## config.mk

```make
export PLATFORM = sky130hd
export DESIGN_NAME = fuse_seq_ctrl
export DESIGN_NICKNAME = d
export VERILOG_FILES = /design/src/rtl/fuse_ctl_pkg.sv /design/src/rtl/fuse_regfile.sv /design/src/rtl/fuse_strobe_timer.sv /design/src/rtl/fuse_seq_ctrl.sv
export SDC_FILE = /design/constraint.sdc
export NUM_CORES = 1
export LEC_CHECK = 0
export BUFFER_PORTS_ARGS = -buffer_cell sky130_fd_sc_hd__buf_4
export CAP_MARGIN = 20
export CORE_MARGIN = 2
export CORE_UTILIZATION = 40
export CTS_CLUSTER_DIAMETER = 50
export DETAILED_ROUTE_END_ITERATION = 10
export GPL_ROUTABILITY_DRIVEN = 0
export HOLD_SLACK_MARGIN = 0.03
export PLACE_DENSITY = 0.65
export SLEW_MARGIN = 20
export SYNTH_ARGS = -nofsm -noshare
export SYNTH_HDL_FRONTEND = slang
export SYNTH_SLANG_ARGS = --single-unit
```

## constraint.sdc

```tcl
create_clock -name clk -period 5.4 [get_ports clk]
set_input_delay 1.35 -clock clk [delete_from_list [all_inputs] [get_ports clk]]
set_output_delay 1.35 -clock clk [all_outputs]
set_load 0.02 [all_outputs]
```

## src/rtl/fuse_ctl_pkg.sv

```systemverilog
package fuse_ctl_pkg;

    localparam int REG_W   = 32;
    localparam int RD_W    = 6;
    localparam int RLX_W   = 4;
    localparam int PG_W    = 12;
    localparam int CNT_W   = PG_W;
    localparam int KEY_W   = 16;
    localparam int KEY_LSB = 16;
    localparam int BUSY_BIT = 8;
    localparam int ERR_BIT  = 9;
    localparam int TIM_W    = RD_W + RLX_W + PG_W;

    localparam logic [KEY_W-1:0] UNLOCK_KEY = 16'h3E77;

    typedef enum logic [2:0] {
        REG_CTRL     = 3'd0,
        REG_CTRL_CLR = 3'd1,
        REG_TIMING   = 3'd2,
        REG_RSTART   = 3'd3,
        REG_DATA     = 3'd4,
        REG_RRESULT  = 3'd5
    } reg_sel_e;

    // Field order matches the timing register bits [21:0].
    typedef struct packed {
        logic [RD_W-1:0]  rd;
        logic [RLX_W-1:0] rlx;
        logic [PG_W-1:0]  pg;
    } timing_t;

    // The strobe count already includes two relax periods; a count that is
    // too short is raised so that the active part lasts one cycle.
    function automatic logic [CNT_W-1:0] eff_len(input logic [CNT_W-1:0] len,
                                                  input logic [RLX_W-1:0] rlx);
        logic [CNT_W-1:0] floor_v;
        floor_v = (CNT_W'(rlx) + CNT_W'(1)) << 1;
        return (len < floor_v) ? floor_v : len;
    endfunction

endpackage

```

## src/rtl/fuse_regfile.sv

```systemverilog
module fuse_regfile
    import fuse_ctl_pkg::*;
#(
    parameter int ADDR_W = 7
) (
    input  logic              clk,
    input  logic              rst,
    input  logic              we,
    input  logic [2:0]        addr,
    input  logic [REG_W-1:0]  wdata,
    output logic [REG_W-1:0]  rdata,
    input  logic              busy,
    input  logic              cap_en,
    input  logic [REG_W-1:0]  sense_val,
    output logic              start_sense,
    output logic              start_prog,
    output logic              key_ok,
    output logic [ADDR_W-1:0] word_addr,
    output timing_t           timing
);

    logic [KEY_W-1:0]  unlock_q;
    logic [ADDR_W-1:0] addr_q;
    timing_t           timing_q;
    logic              err_q;
    logic [REG_W-1:0]  result_q;

    logic wr_ctrl, wr_clr, wr_tim, wr_rstart, wr_data;
    logic err_set, err_clr;

    always_comb begin
        wr_ctrl   = we && (addr == REG_CTRL);
        wr_clr    = we && (addr == REG_CTRL_CLR);
        wr_tim    = we && (addr == REG_TIMING);
        wr_rstart = we && (addr == REG_RSTART) && wdata[0];
        wr_data   = we && (addr == REG_DATA);
        key_ok    = (unlock_q == UNLOCK_KEY);

        start_sense = wr_rstart && !busy;
        start_prog  = wr_data && !busy && key_ok;

        err_set = (wr_data && (busy || !key_ok)) || (wr_rstart && busy);
        err_clr = wr_clr && wdata[ERR_BIT];
    end

    always_ff @(posedge clk) begin
        if (rst) begin
            unlock_q <= '0;
            addr_q   <= '0;
            timing_q <= '0;
            err_q    <= 1'b0;
            result_q <= '0;
        end else begin
            if (wr_ctrl) begin
                unlock_q <= wdata[KEY_LSB +: KEY_W];
                addr_q   <= wdata[ADDR_W-1:0];
            end
            if (wr_data)
                unlock_q <= '0;
            if (wr_tim)
                timing_q <= wdata[TIM_W-1:0];
            if (err_set)
                err_q <= 1'b1;
            else if (err_clr)
                err_q <= 1'b0;
            if (cap_en)
                result_q <= sense_val;
        end
    end

    always_comb begin
        rdata = '0;
        unique case (addr)
            REG_CTRL, REG_CTRL_CLR: begin
                rdata[KEY_LSB +: KEY_W] = unlock_q;
                rdata[ERR_BIT]          = err_q;
                rdata[BUSY_BIT]         = busy;
                rdata[ADDR_W-1:0]       = addr_q;
            end
            REG_TIMING:  rdata[TIM_W-1:0] = timing_q;
            REG_RRESULT: rdata = result_q;
            default:     rdata = '0;
        endcase
    end

    assign word_addr = addr_q;
    assign timing    = timing_q;


    err_on_busy_chk: assert property (@(posedge clk) disable iff (rst)
        ((wr_data || wr_rstart) && busy) |=> err_q);


    err_sticky_chk: assert property (@(posedge clk) disable iff (rst)
        (err_q && !err_clr) |=> err_q);


    unlock_clear_chk: assert property (@(posedge clk) disable iff (rst)
        wr_data |=> (unlock_q == '0));

endmodule

```

## src/rtl/fuse_strobe_timer.sv

```systemverilog
module fuse_strobe_timer
    import fuse_ctl_pkg::*;
(
    input  logic              clk,
    input  logic              rst,
    input  logic              start,
    input  logic [CNT_W-1:0]  len,
    input  logic [RLX_W-1:0]  relax,
    output logic              busy,
    output logic              strobe,
    output logic              last_active
);

    logic [CNT_W-1:0] cnt_q;
    logic [CNT_W-1:0] len_q;
    logic [CNT_W-1:0] r1_q;
    logic             busy_q;

    always_ff @(posedge clk) begin
        if (rst) begin
            busy_q <= 1'b0;
            cnt_q  <= '0;
            len_q  <= '0;
            r1_q   <= '0;
        end else if (start && !busy_q) begin
            busy_q <= 1'b1;
            cnt_q  <= eff_len(len, relax);
            len_q  <= eff_len(len, relax);
            r1_q   <= CNT_W'(relax) + CNT_W'(1);
        end else if (busy_q) begin
            if (cnt_q == '0)
                busy_q <= 1'b0;
            else
                cnt_q <= cnt_q - CNT_W'(1);
        end
    end

    // Down-count from len to 0: the top r1 and bottom r1 values are relax.
    always_comb begin
        strobe      = busy_q && (cnt_q >= r1_q) && (cnt_q <= (len_q - r1_q));
        last_active = busy_q && (cnt_q == r1_q);
    end

    assign busy = busy_q;


    lead_relax_chk: assert property (@(posedge clk) disable iff (rst)
        $rose(busy_q) |-> !strobe);


    tail_relax_chk: assert property (@(posedge clk) disable iff (rst)
        $fell(busy_q) |-> $past(!strobe));

endmodule

```

## src/rtl/fuse_seq_ctrl.sv

```systemverilog
module fuse_seq_ctrl
    import fuse_ctl_pkg::*;
#(
    parameter  int BANK_W = 4,
    parameter  int WORD_W = 3,
    localparam int ADDR_W = BANK_W + WORD_W
) (
    input  logic              clk,
    input  logic              rst,
    input  logic              reg_we,
    input  logic [2:0]        reg_addr,
    input  logic [REG_W-1:0]  reg_wdata,
    output logic [REG_W-1:0]  reg_rdata,
    output logic              fz_strobe,
    output logic              fz_prog,
    output logic [ADDR_W-1:0] fz_addr,
    output logic [REG_W-1:0]  fz_wdata,
    input  logic [REG_W-1:0]  fz_rdata
);

    logic              start_sense, start_prog, key_ok;
    logic              busy, last_active, cap_en;
    logic [ADDR_W-1:0] word_addr;
    timing_t           timing;
    logic [CNT_W-1:0]  op_len;

    logic              op_prog_q;
    logic [ADDR_W-1:0] op_addr_q;
    logic [REG_W-1:0]  op_data_q;

    fuse_regfile #(.ADDR_W(ADDR_W)) u_regs (
        .clk         (clk),
        .rst         (rst),
        .we          (reg_we),
        .addr        (reg_addr),
        .wdata       (reg_wdata),
        .rdata       (reg_rdata),
        .busy        (busy),
        .cap_en      (cap_en),
        .sense_val   (fz_rdata),
        .start_sense (start_sense),
        .start_prog  (start_prog),
        .key_ok      (key_ok),
        .word_addr   (word_addr),
        .timing      (timing)
    );

    assign op_len = start_prog ? timing.pg : CNT_W'(timing.rd);

    fuse_strobe_timer u_timer (
        .clk         (clk),
        .rst         (rst),
        .start       (start_sense || start_prog),
        .len         (op_len),
        .relax       (timing.rlx),
        .busy        (busy),
        .strobe      (fz_strobe),
        .last_active (last_active)
    );

    always_ff @(posedge clk) begin
        if (rst) begin
            op_prog_q <= 1'b0;
            op_addr_q <= '0;
            op_data_q <= '0;
        end else if (start_sense || start_prog) begin
            op_prog_q <= start_prog;
            op_addr_q <= word_addr;
            op_data_q <= start_prog ? reg_wdata : '0;
        end
    end

    assign cap_en   = last_active && !op_prog_q;
    assign fz_prog  = busy && op_prog_q;
    assign fz_addr  = op_addr_q;
    assign fz_wdata = op_data_q;


    prog_needs_key_chk: assert property (@(posedge clk) disable iff (rst)
        ($rose(busy) && op_prog_q) |-> $past(key_ok));


    addr_hold_chk: assert property (@(posedge clk) disable iff (rst)
        busy |=> (!busy || $stable(fz_addr)));

endmodule

```

==> flow_metrics.env <==
export IMPL_synth_top_area_share_pct=41.41
export IMPL_power_frac_seq_pct=43.1
export IMPL_min_from="fz_addr[1]"
export IMPL_nNetsFinal=1152
export IMPL_setup_violations=0
export IMPL_die_h_um=137.7
export IMPL_antennaDiodeCount=0
export IMPL_fin_cells=1291
export IMPL_holdWs_ns=0.4535
export IMPL_r2r_end="u_timer.cnt_q[5]"
export IMPL_drt_iter0_drc=635
export IMPL_min_period_ns=5.013
export IMPL_synth_nets=1043
export IMPL_drt_total_wl_um=22190
export IMPL_grt_pass1_vias=6435
export IMPL_power_per_cell_area_nw_per_um2=289.4
export IMPL_cp_max_fo=4
export IMPL_ys_top_cells_by_count="nand2_1 (252), a21oi_1 (164), dfxtp_1 (148), nand3_1 (53), clkbuf_1 (50)"
export IMPL_cts_root_buffer="clkbuf_16"
export IMPL_fmax_ghz=0.1995
export IMPL_cts_tree="built"
export IMPL_slew_viol_final=0
export IMPL_synth_edff_count=0
export IMPL_clkSlewWorstSetupHoldPaths_ns=0.06
export IMPL_post_route_period_util_pct=92.83
export IMPL_dp_cells=1259
export IMPL_cts_made_buffers=17
export IMPL_cts_hold_buf=0
export IMPL_ant_nets=0
export IMPL_drc_errors=0
export IMPL_synthFlopType="dfxtp_1"
export IMPL_async_flop_share_pct=0
export IMPL_grt_pass1_wl_um=34140
export IMPL_final_setup_tns_ns=0
export IMPL_slew_limit_headroom_pct=33.58
export IMPL_syn_area_um2=7154
export IMPL_p_leak_nw=3.411
export IMPL_clk_path_buf_depth=2
export IMPL_clock_latency_ns=0.42
export IMPL_gr_total_overflow=0
export IMPL_ir_drop_v=0.0002251
export IMPL_worstSetupPathType="reg2out"
export IMPL_required_ns=4.05
export IMPL_grtUsageTotal_pct=23.38
export IMPL_dpl_hpwl_um=16240
export IMPL_viasPerCell=5.398
export IMPL_pwr_share_comb_pct=7.9
export IMPL_hold_path_class="reg2reg"
export IMPL_utilization_pct=51.53
export IMPL_r2r_setup_slack_ns=1.60
export IMPL_pre_cts_ws_ns=0.5805
export IMPL_avgSynthCellArea_um2=7.579
export IMPL_clock_power_share_pct=49.0
export IMPL_rsz0062_at_grt="no"
export IMPL_p_int_mw=1.992
export IMPL_grt_max_degree=70
export IMPL_core_um2=17420
export IMPL_wire_per_inst_um=17.19
export IMPL_die_area_um2=18970
export IMPL_yosys_top_cells_area="dfxtp_1 (41%), nand2_1 (13%), a21oi_1 (11%)"
export IMPL_hold_viol_final=0
export IMPL_io_pins=143
export IMPL_timing_rr_start="u_regs.unlock_q[8]"
export IMPL_drtPass1Iterations=5
export IMPL_crit_path_end_kind="primary output"
export IMPL_p_sw_uw=605.7
export IMPL_worst_slew_pin_slew_ns=0.9962
export IMPL_startpoint_type="register"
export IMPL_synth_cells=944
export IMPL_io_buffer_count=142
export IMPL_fin_ws_ns=0.3873
export IMPL_r2r_cells=11
export IMPL_status="completed"
export IMPL_fin_worst_skew_ns=0.008346
export IMPL_ys_seq_area_share_pct=41.41
export IMPL_swShare_pct=23.32
export IMPL_yosys_area_top_type="dfxtp_1"
export IMPL_drive_gt1_share_pct=18.29
export IMPL_fp_row_count=48
export IMPL_numClockSinks=148
export IMPL_die_width_um=137.7
export IMPL_area_delta_synth_final_pct=25.45
export IMPL_htree_levels=4
export IMPL_critPathLaunch="u_timer.r1_q[1]"
export IMPL_crit_arrival_ns=3.66
export IMPL_via_count=6969
export IMPL_drv_cap=0
export IMPL_synth_warning_count=0
export IMPL_ys_types=59
export IMPL_hold_end="fz_addr[1]"
export IMPL_antenna_found_initial=0
export IMPL_ys_seq_elements=148
export IMPL_yosysMostFrequentCell="nand2_1"
export IMPL_hold_depth=2
export IMPL_initial_core_util_pct=41.08
==> per-stage QoR <==
stage	area (um2)	total power, mW
global route	8975	2.688
finish	8975	2.597
detailed placement	8342	1.347
floorplan	7154	1.261
global placement	8342	1.345
CTS	8974	2.614
==> cells in the final DEF (no fill, tap or decap), types with 6 or more instances in the layout <==
master / n
xor2_1: 8
nor2_1: 29
nor2b_1: 21
nand4_1: 6
nor3_1: 11
inv_1: 19
nand2_1: 252
nand3_1: 53
nor4_1: 6
nand2b_1: 16
xnor2_1: 8
o21ai_0: 25
ha_1: 28
a22o_1: 8
a21oi_1: 163
clkbuf_16: 17
dfxtp_1: 148
buf_4: 153
==> sequential cells by signal, summed over array words and instances (netlist names), 7 cells and up <==
name / flops
fz_wdata: 32
u_regs.result_q: 32
u_regs.timing: 22
u_regs.unlock_q: 16
u_timer.cnt_q: 12
u_timer.len_q: 12
fz_addr: 7
u_regs.word_addr: 7
==> cell families (layout without fill, tap and decap cells) <==
logic type               after synthesis  count (layout)  share of synthesized area [%]
multiplexers                           6               6                         0.9443
AO/OA/AOI/OAI                        241             241                          19.13
buffers and inverters                 82             204                          4.600
adder cells (fa/ha/maj)               29              29                          5.177
flip-flops                           148             148                          41.41
XOR/XNOR                              16              16                          1.959
AND/OR/NAND/NOR                      422             422                          26.78
==> what timing repair did <==
action	CTS	global route
buffers inserted	0	0
gates resized for setup	0	1
endpoints found under the setup margin	0	1
==> final cells by class <==
class,instances,area [um2]
Clock buffer,21,460.4
Clock inverter,11,171.4
Fill cell,1738,8442
Inverter,19,71.32
Multi-Input combinational cell,714,3879
Sequential cell,148,2963
Tap cell,225,281.5
Timing Repair Buffer,153,1149
==> metal layers <==
layer  wire length [um]  GRT usage (%)
met4                447          7.710
met3               2009          7.837
met2               9724          33.31
met1              10010          33.00
met5                  0              0
==> worst max-delay path by stage <==
stage / endpoint / cells after the start
2_1_floorplan: fz_strobe / 15
3_3_place_gp: u_timer.cnt_q[5] / 12
3_5_place_dp: u_timer.cnt_q[5] / 12
4_1_cts: fz_strobe / 16
5_1_grt: fz_strobe / 16
6_report: fz_strobe / 16
==> power by group through the flow <==
stage	combinational [mW]	clock [mW]	sequential [mW]
after floorplan	0.124	0	1.14
after global placement	0.201	0	1.14
after detailed placement	0.203	0	1.14
after CTS	0.204	1.29	1.12
after global routing	0.228	1.34	1.12
final	0.205	1.27	1.12
==> critical path, stage by stage (launching register included) <==
cell	delay [ns]
dfxtp_1	0.37
inv_1	0.08
ha_1	0.28
nor2b_1	0.12
o21ai_0	0.23
a21oi_1	0.13
o21ai_1	0.28
nand4b_1	0.16
xor2_1	0.17
ha_1	0.30
nand4_1	0.11
nor2_1	0.17
nand2_1	0.06
o21ai_0	0.22
nor3_1	0.09
o311a_1	0.33
buf_4	0.16
No activity file was read; power rests on OpenSTA's default activity.
